--- src/rtl/hdlcr_pkg.sv ---
package hdlcr_pkg;
   typedef struct packed {
      logic len_err;
      logic crc_err;
      logic non_octet;
      logic aborted;
   } rx_status_t;
endpackage

--- src/rtl/hdlcr_bitproc.sv ---
// Line bit processing: zero deletion, flag and abort recognition, and a
// seven-bit delay that keeps the leading bits of a flag out of the frame.
module hdlcr_bitproc (
   input  logic clk,
   input  logic rst_n,
   input  logic rx_en,
   input  logic rx_bit,
   output logic commit_v,
   output logic commit_b,
   output logic flag_ev,
   output logic abort_ev,
   output logic in_frame
);
   localparam int DLY = 7;   // bits of a flag pushed before it is recognised

   logic [2:0]     ones_q, ones_d;
   logic [2:0]     fill_q, fill_d;
   logic [DLY-1:0] dl_q, dl_d;
   logic           hunt_q, hunt_d;
   logic           push;

   always_comb begin
      ones_d   = ones_q;
      fill_d   = fill_q;
      dl_d     = dl_q;
      hunt_d   = hunt_q;
      push     = 1'b0;
      commit_v = 1'b0;
      commit_b = dl_q[DLY-1];
      flag_ev  = 1'b0;
      abort_ev = 1'b0;
      if (rx_en) begin
         if (rx_bit) begin
            if (ones_q != 3'd7) ones_d = ones_q + 3'd1;
            if (ones_q == 3'd6) begin
               abort_ev = !hunt_q;
               hunt_d   = 1'b1;
               fill_d   = '0;
            end else if (ones_q < 3'd6) begin
               push = 1'b1;
            end
         end else begin
            ones_d = '0;
            if (ones_q == 3'd6) begin
               flag_ev = 1'b1;
               hunt_d  = 1'b0;
               fill_d  = '0;
            end else if (ones_q < 3'd5) begin
               push = 1'b1;
            end
         end
         if (push && !hunt_q) begin
            commit_v = (fill_q == 3'(DLY));
            dl_d     = {dl_q[DLY-2:0], rx_bit};
            if (fill_q != 3'(DLY)) fill_d = fill_q + 3'd1;
         end
      end
   end

   always_ff @(posedge clk or negedge rst_n) begin
      if (!rst_n) begin
         ones_q <= '0;
         fill_q <= '0;
         dl_q   <= '0;
         hunt_q <= 1'b1;
      end else begin
         ones_q <= ones_d;
         fill_q <= fill_d;
         dl_q   <= dl_d;
         hunt_q <= hunt_d;
      end
   end

   assign in_frame = !hunt_q;

   assert_stuffed_dropped_R2: assert property (@(posedge clk) disable iff (!rst_n)
      (rx_en && !rx_bit && ones_q == 3'd5) |-> !commit_v)
      else $error("stuffed zero reached the frame");

   assert_flag_opens_R11: assert property (@(posedge clk) disable iff (!rst_n)
      flag_ev |=> in_frame)
      else $error("flag did not open a frame");

   assert_abort_hunts_R3: assert property (@(posedge clk) disable iff (!rst_n)
      abort_ev |=> !in_frame)
      else $error("abort left the frame open");
endmodule

--- src/rtl/hdlcr_crc.sv ---
// Bit-serial reflected CRC with a residue compare.
module hdlcr_crc #(
   parameter int          W       = 16,
   parameter logic [W-1:0] POLY    = 16'h8408,
   parameter logic [W-1:0] INIT    = 16'hFFFF,
   parameter logic [W-1:0] RESIDUE = 16'hF0B8
) (
   input  logic clk,
   input  logic rst_n,
   input  logic clear,
   input  logic step,
   input  logic bit_in,
   output logic good
);
   if (W < 8 || (W % 8) != 0) begin : g_bad_width
      $error("CRC width must be a whole number of bytes");
   end

   logic [W-1:0] crc_q;

   always_ff @(posedge clk or negedge rst_n) begin
      if (!rst_n)     crc_q <= INIT;
      else if (clear) crc_q <= INIT;
      else if (step)  crc_q <= (crc_q >> 1) ^ ((crc_q[0] ^ bit_in) ? POLY : '0);
   end

   assign good = (crc_q == RESIDUE);

   assert_clear_presets_R4: assert property (@(posedge clk) disable iff (!rst_n)
      clear |=> !good)
      else $error("preset value matched the residue");
endmodule

--- src/rtl/hdlcr_framer.sv ---
// Byte assembly, length limit, check-byte holdback and frame reporting.
module hdlcr_framer
   import hdlcr_pkg::*;
#(
   parameter int LEN_W     = 16,
   parameter int CRC_BYTES = 2
) (
   input  logic             clk,
   input  logic             rst_n,
   input  logic             msb_first,
   input  logic [LEN_W-1:0] max_len,
   input  logic             commit_v,
   input  logic             commit_b,
   input  logic             flag_ev,
   input  logic             abort_ev,
   input  logic             in_frame,
   input  logic             crc_good,
   output logic             out_valid,
   output logic [7:0]       out_data,
   output logic             out_last,
   output logic             done,
   output rx_status_t       status
);
   localparam int HOLD      = CRC_BYTES + 1;
   localparam int MIN_BYTES = HOLD + 1;
   localparam int CNT_W     = LEN_W + 1;

   if (LEN_W < 4) begin : g_bad_len
      $error("length field too narrow");
   end
   if (CRC_BYTES < 1) begin : g_bad_crc
      $error("at least one check byte required");
   end

   logic [7:0]        sh_q, sh_n;
   logic [2:0]        bitc_q;
   logic [CNT_W-1:0]  cnt_q, cnt_inc;
   logic [HOLD*8-1:0] hold_q;
   logic              lg_q, over, byte_done, close_rep, abort_rep;
   logic [7:0]        oldest;

   assign sh_n      = msb_first ? {sh_q[6:0], commit_b} : {commit_b, sh_q[7:1]};
   assign byte_done = commit_v && (bitc_q == 3'd7);
   assign cnt_inc   = (cnt_q == '1) ? cnt_q : cnt_q + CNT_W'(1);
   assign over      = cnt_inc > {1'b0, max_len};
   assign close_rep = flag_ev && in_frame && (cnt_q >= CNT_W'(MIN_BYTES));
   assign abort_rep = abort_ev && (cnt_q >= CNT_W'(MIN_BYTES));
   assign oldest    = hold_q[HOLD*8-1 -: 8];

   always_ff @(posedge clk or negedge rst_n) begin
      if (!rst_n) hold_q <= '0;
      else if (byte_done) hold_q <= {hold_q[(HOLD-1)*8-1:0], sh_n};
   end

   always_ff @(posedge clk or negedge rst_n) begin
      if (!rst_n) begin
         sh_q      <= '0;
         bitc_q    <= '0;
         cnt_q     <= '0;
         lg_q      <= 1'b0;
         out_valid <= 1'b0;
         out_data  <= '0;
         out_last  <= 1'b0;
         done      <= 1'b0;
         status    <= '0;
      end else begin
         out_valid <= 1'b0;
         out_last  <= 1'b0;
         done      <= 1'b0;
         status    <= '0;
         if (flag_ev || abort_ev) begin
            sh_q   <= '0;
            bitc_q <= '0;
            cnt_q  <= '0;
            lg_q   <= 1'b0;
            if (close_rep) begin
               done   <= 1'b1;
               status <= '{len_err: lg_q, crc_err: !crc_good,
                           non_octet: (bitc_q != 3'd0), aborted: 1'b0};
               if (!lg_q) begin
                  out_valid <= 1'b1;
                  out_last  <= 1'b1;
                  out_data  <= oldest;
               end
            end else if (abort_rep) begin
               done   <= 1'b1;
               status <= '{len_err: lg_q, crc_err: 1'b0, non_octet: 1'b0, aborted: 1'b1};
            end
         end else if (commit_v) begin
            sh_q   <= sh_n;
            bitc_q <= bitc_q + 3'd1;
            if (byte_done) begin
               cnt_q <= cnt_inc;
               lg_q  <= lg_q | over;
               if (cnt_inc > CNT_W'(HOLD) && !(lg_q || over)) begin
                  out_valid <= 1'b1;
                  out_data  <= oldest;
               end
            end
         end
      end
   end

   assert_last_with_done_R1: assert property (@(posedge clk) disable iff (!rst_n)
      out_last |-> (done && out_valid))
      else $error("last byte without frame report");

   assert_no_data_past_limit_R6: assert property (@(posedge clk) disable iff (!rst_n)
      lg_q |=> !out_valid)
      else $error("byte delivered after the length limit");

   assert_single_done_R8: assert property (@(posedge clk) disable iff (!rst_n)
      done |=> !done)
      else $error("frame report wider than one cycle");

   assert_short_silent_R5: assert property (@(posedge clk) disable iff (!rst_n)
      (flag_ev && cnt_q < CNT_W'(MIN_BYTES)) |=> (!done && !out_valid))
      else $error("short frame was reported");
endmodule

--- src/rtl/hdlc_rx_lenlim.sv ---
module hdlc_rx_lenlim
   import hdlcr_pkg::*;
#(
   parameter int          LEN_W       = 16,
   parameter int          CRC_W       = 16,
   parameter logic [CRC_W-1:0] CRC_POLY    = 16'h8408,
   parameter logic [CRC_W-1:0] CRC_INIT    = 16'hFFFF,
   parameter logic [CRC_W-1:0] CRC_RESIDUE = 16'hF0B8
) (
   input  logic             clk,
   input  logic             rst_n,
   input  logic             rx_en,
   input  logic             rx_bit,
   input  logic             msb_first,
   input  logic [LEN_W-1:0] max_len,
   output logic             out_valid,
   output logic [7:0]       out_data,
   output logic             out_last,
   output logic             done,
   output logic             st_len_err,
   output logic             st_crc_err,
   output logic             st_non_octet,
   output logic             st_abort
);
   localparam int CRC_BYTES = CRC_W / 8;

   logic       commit_v, commit_b, flag_ev, abort_ev, in_frame, crc_good;
   rx_status_t status;

   hdlcr_bitproc u_bits (
      .clk      (clk),
      .rst_n    (rst_n),
      .rx_en    (rx_en),
      .rx_bit   (rx_bit),
      .commit_v (commit_v),
      .commit_b (commit_b),
      .flag_ev  (flag_ev),
      .abort_ev (abort_ev),
      .in_frame (in_frame)
   );

   hdlcr_crc #(
      .W       (CRC_W),
      .POLY    (CRC_POLY),
      .INIT    (CRC_INIT),
      .RESIDUE (CRC_RESIDUE)
   ) u_crc (
      .clk    (clk),
      .rst_n  (rst_n),
      .clear  (flag_ev | abort_ev),
      .step   (commit_v),
      .bit_in (commit_b),
      .good   (crc_good)
   );

   hdlcr_framer #(
      .LEN_W     (LEN_W),
      .CRC_BYTES (CRC_BYTES)
   ) u_frm (
      .clk       (clk),
      .rst_n     (rst_n),
      .msb_first (msb_first),
      .max_len   (max_len),
      .commit_v  (commit_v),
      .commit_b  (commit_b),
      .flag_ev   (flag_ev),
      .abort_ev  (abort_ev),
      .in_frame  (in_frame),
      .crc_good  (crc_good),
      .out_valid (out_valid),
      .out_data  (out_data),
      .out_last  (out_last),
      .done      (done),
      .status    (status)
   );

   assign st_len_err   = status.len_err;
   assign st_crc_err   = status.crc_err;
   assign st_non_octet = status.non_octet;
   assign st_abort     = status.aborted;

   assert_status_only_with_done_R8: assert property (@(posedge clk) disable iff (!rst_n)
      (st_len_err || st_crc_err || st_non_octet || st_abort) |-> done)
      else $error("status bit outside a frame report");
endmodule

--- config.mk ---
export PLATFORM = sky130hd
export DESIGN_NAME = hdlc_rx_lenlim
export DESIGN_NICKNAME = d
export VERILOG_FILES = /design/src/rtl/hdlcr_pkg.sv /design/src/rtl/hdlcr_bitproc.sv /design/src/rtl/hdlcr_crc.sv /design/src/rtl/hdlcr_framer.sv /design/src/rtl/hdlc_rx_lenlim.sv
export SDC_FILE = /design/constraint.sdc
export NUM_CORES = 1
export LEC_CHECK = 0
export ABC_AREA = 1
export ABC_CLOCK_PERIOD_IN_PS = 3400
export BUFFER_PORTS_ARGS = -buffer_cell sky130_fd_sc_hd__buf_2
export CORE_ASPECT_RATIO = 0.75
export CORE_MARGIN = 2
export CORE_UTILIZATION = 40
export CTS_CLUSTER_DIAMETER = 60
export DETAILED_ROUTE_END_ITERATION = 12
export PLACE_DENSITY_LB_ADDON = 0.3
export SLEW_MARGIN = 20
export SYNTH_ARGS = -nofsm -noshare
export SYNTH_HDL_FRONTEND = slang
export SYNTH_SLANG_ARGS = --single-unit
--- constraint.sdc ---
create_clock -name clk -period 3.4 [get_ports clk]
set_input_delay 0.34 -clock clk [delete_from_list [all_inputs] [get_ports clk]]
set_output_delay 0.34 -clock clk [all_outputs]
set_load 0.01 [all_outputs]
==> impl_summary.log <==
INFO  metric clock-sinks = between 90 and 100
INFO  metric number_of_antenna_violations_at_the_first_check_in_global_routing = 0
INFO  metric ir_drop = between 0.0002 and 0.0003 V
INFO  metric cts.clk_slew.worst_paths = around 70 ps
INFO  metric number_of_remaining_drc_errors = 0
INFO  metric synthesis.nets = 651
INFO  metric crit_slowest_cell = sky130_fd_sc_hd__dfrtp_1
INFO  metric design.final.nets = between 600 and 700
INFO  metric asyncSetResetFlopFracSynth = 100%
INFO  metric num_rows = 35
INFO  metric worstPathMaxFanout = 9
INFO  metric ctsLongestPathBuffers = 2
INFO  metric routabilityCongestion = 0.864
INFO  metric die-height = 102 um
INFO  metric max_cap_viol_count = 0
INFO  metric cts_tree = yes
INFO  metric totalPowerFinal = about 2.7 mW
INFO  metric post_synth_num_cell_types = 39
INFO  metric buffer_ports.inserted = 35
INFO  metric placed_cells_incl_taps = about 800
INFO  metric area_delta_synth_final = 12.5%
INFO  metric post_layout_nonfiller_instances = between 800 and 900
INFO  metric core_area = around 0.012 mm2
INFO  metric cts_repair_resize_count = 0
INFO  metric clock_insertion_delay_worst_skew = between 300 and 400 ps
INFO  metric drt_pre_antenna_iters = 6
INFO  metric die_width = around 130 um
INFO  metric outcome = finished clean
INFO  metric globalRouteOverflowTotal = 0
INFO  metric crit_path_cell_trace = ha_1, nand3_2, nor3_2, xor2_1, nand2_1, ha_1, nand2_1, inv_1, o21ai_0, nand2_1, nand2_1, a21boi_0, nor4_1, nand2_2, nand2_4, nand2_8, nand2_8, nand2_2, nand2_1
INFO  metric cp_slowest_stage_delay = approximately 420 ps
INFO  metric detail_route.wl_per_cell = 13.9 um
INFO  metric cp-start-kind = register
INFO  metric insertedDiodeCount = 0
INFO  metric critPathArrivalTime = about 3300 ps
INFO  metric synth_seq_cells = between 90 and 100
INFO  metric die-area = around 0.014 mm2
INFO  metric antenna_violating_nets_post_route = 0
INFO  metric post_synth_instance_area = about 0.0051 mm2
INFO  metric cts_setup_buffers = 0
INFO  metric dr_total_vias = roughly 4,100
INFO  metric timing.clock.skew = 9.34 ps
INFO  metric totalNegativeSetupSlack = 0 ps
INFO  metric fillers = ~1,200
INFO  metric power.static_leakage = between 3 and 4 nW
INFO  metric worst_case_register_to_register_setup_slack = about 360 ps
INFO  metric maxSlewHeadroom = around 50%
INFO  metric first_global_vias = 3,962
INFO  metric grt_start_max_net_pins = 54
INFO  metric first_pass_grt_wire_length = between 15,000 and 20,000 um
INFO  metric layout-drive-gt1-share = 18.0%
INFO  metric worstSetupEndpointType = register
INFO  metric worst-endpoint-required = approximately 3700 ps
INFO  metric ys_warn_count = 0
INFO  metric clockRootBuffer = sky130_fd_sc_hd__clkbuf_16
INFO  metric max_slew.worst_pin.slew = 746 ps
INFO  metric maxSlewViolCount = 0
INFO  metric setup_viol_count_final = 0
INFO  metric synth_sequential_area_ratio = between 40% and 50%
INFO  metric cts.hold.buffers_added = 0
INFO  metric finalHoldViolCount = 0
INFO  metric cts-buffers-inserted = 9
INFO  metric detailed_place_hpwl = 8460 um
INFO  metric synthesis.instances = a little over 600
INFO  metric rsz0062_at_grt = false
INFO  metric initial_utilization = around 41%
INFO  metric number_of_drc_markers_after_the_initial_detailed_route_iteration = 241
INFO  metric yosys_most_used_dff = sky130_fd_sc_hd__dfrtp_1
INFO  metric timing.final.crit_share = approximately 90%
INFO  metric path_class = reg -> reg
INFO  metric gr-usage-all-layers = 18.4%
INFO  metric critPathMostFrequentCell = sky130_fd_sc_hd__nand2_1
INFO  metric period_needed = ~3000 ps
INFO  metric postSynthAreaPerCell = about 8.5 um2
INFO  metric h-tree-depth = 3
INFO  metric power-per-cell-area = 476 mW/mm2
INFO  metric route.final.wire_length = between 10,000 and 15,000 um
INFO  metric synth_enable_flop_cells = 0
INFO  metric worst_min_delay_path_category = in -> async
INFO  metric fmaxAchievable = between 300 and 400 MHz
INFO  metric route.detailed.vias_per_inst = around 5.0
INFO  metric floorplan.io_pins = 36
[cells in the mapped netlist, types with 2 or more instances]
cell                       instances  area share [%]
sky130_fd_sc_hd__ha_1             24             5.8
sky130_fd_sc_hd__nand3_2           3            0.58
sky130_fd_sc_hd__inv_1            85             6.2
sky130_fd_sc_hd__nor3_1            4            0.39
sky130_fd_sc_hd__nand2_1         164              12
sky130_fd_sc_hd__nor2_4            3            0.66
sky130_fd_sc_hd__dfstp_2          17             8.7
sky130_fd_sc_hd__nand4_1          10             1.2
sky130_fd_sc_hd__nor2_2            3            0.37
sky130_fd_sc_hd__buf_2             3            0.29
sky130_fd_sc_hd__nand2_8           2            0.78
sky130_fd_sc_hd__xor2_1           12             2.0
sky130_fd_sc_hd__o21ai_0          55             5.4
sky130_fd_sc_hd__nand2_4           2            0.44
sky130_fd_sc_hd__clkinv_1          5            0.37
sky130_fd_sc_hd__clkbuf_1          9            0.66
sky130_fd_sc_hd__a21oi_1           9            0.88
sky130_fd_sc_hd__inv_2             5            0.37
sky130_fd_sc_hd__nor3_2            3            0.58
sky130_fd_sc_hd__buf_6             2            0.44
sky130_fd_sc_hd__o22ai_1           3            0.37
sky130_fd_sc_hd__nor4_1            6            0.73
sky130_fd_sc_hd__a22oi_1          15             2.2
sky130_fd_sc_hd__nand3_1          34             3.3
sky130_fd_sc_hd__nand2_2          17             2.1
sky130_fd_sc_hd__xnor2_1           2            0.34
sky130_fd_sc_hd__o21ai_2           2            0.34
sky130_fd_sc_hd__dfrtp_1          81              39
sky130_fd_sc_hd__nor2_1           16             1.2
[power breakdown]
group          switching, mW  internal [mW]  leakage, nW
logic                  0.291          0.166         1.76
registers             0.0787           1.26         1.18
clock network          0.432          0.518        0.137
[cell type report]
type                    count  area (um2)  area share [%]
multi-input cells         400        2240            38.8
clock inverters             4        26.3           0.455
inverters                  95         357            6.17
clock buffers              12         246            4.27
well taps                 166         208            3.60
repair buffers             41         223            3.86
flip-flops and latches     98        2470            42.8
[through the flow]
step                      setup slack (ps)  instance area, um2  hold WS [ps]  util [%]
after floorplan                        540                5130          44.4         -
after global placement                 484                5490           415      44.3
after detailed placement               356                5490           428      44.3
after CTS                              335                5770          60.7      46.5
after global routing                  37.6                5780          93.5      46.6
final                                  357                5780          22.5      46.6
[layer usage]
metal	global-route usage [%]	vias to the layer above	routed length, um
met4	5.18	0	138
met5	0	-	0
met3	4.51	9	562
met1	26.6	1960	5690
li1	-	2033	-
met2	27.7	74	4970
[critical path, delay by kind of cell (launching register included)]
kind	cells	cell delay [ps]
AND/OR/NAND/NOR	13	1570
adder cells (fa/ha/maj)	2	570
flip-flops	1	420
XOR/XNOR	1	200
AO/OA/AOI/OAI	2	150
buffers and inverters	1	70
[logic make-up after synthesis]
group                    Yosys count  share of synthesized area (%)
AND/OR/NAND/NOR                  271                           25.2
buffers and inverters            109                           8.34
AO/OA/AOI/OAI                     90                           10.1
adder cells (fa/ha/maj)           24                           5.85
flip-flops                        98                           48.2
XOR/XNOR                          14                           2.39
[registers in the layout, indices dropped and copies added (netlist names)]
name / cells
u_frm.hold_q: 24
u_frm.cnt_q: 17
u_crc.crc_q: 16
u_frm.out_data: 8
u_frm.sh_q: 8
u_bits.dl_q: 7
u_frm.status: 4
u_bits.fill_q: 3
u_bits.ones_q: 3
u_frm.bitc_q: 3
u_bits.hunt_q: 1
u_frm.done: 1
u_frm.lg_q: 1
u_frm.out_last: 1
u_frm.out_valid: 1
[path summary, 6_finish.rpt]
kind	cells past startpoint	end	from
min	1	u_frm.cnt_q[11]	rst_n
min in group clk	3	u_bits.ones_q[2]	rx_bit
max in group asynchronous	2	u_frm.sh_q[3]	rst_n
min reg2reg	1	u_frm.out_last	u_frm.lg_q
max	19	u_frm.out_data[6]	u_frm.cnt_q[0]
max reg2reg	19	u_frm.out_data[6]	u_frm.cnt_q[0]
[layout by cell type (no fill, tap or decap), types with 4 or more instances in the layout]
cell	Yosys	routed
sky130_fd_sc_hd__ha_1	24	24
sky130_fd_sc_hd__nand3_1	34	34
sky130_fd_sc_hd__buf_4	0	7
sky130_fd_sc_hd__nand3_2	3	4
sky130_fd_sc_hd__a21oi_1	9	9
sky130_fd_sc_hd__nor3_1	4	4
sky130_fd_sc_hd__nor2_1	16	16
sky130_fd_sc_hd__nand2_2	17	17
sky130_fd_sc_hd__buf_2	3	34
sky130_fd_sc_hd__a22oi_1	15	15
sky130_fd_sc_hd__inv_1	85	85
sky130_fd_sc_hd__clkinv_1	5	5
sky130_fd_sc_hd__dfrtp_1	81	81
sky130_fd_sc_hd__inv_2	5	5
sky130_fd_sc_hd__clkbuf_16	0	9
sky130_fd_sc_hd__nor4_1	6	6
sky130_fd_sc_hd__nand2_1	164	164
sky130_fd_sc_hd__nand4_1	10	10
sky130_fd_sc_hd__o21ai_0	55	54
sky130_fd_sc_hd__dfstp_2	17	17
sky130_fd_sc_hd__xor2_1	12	12
Note: power is estimated with default switching activity, not from simulation.
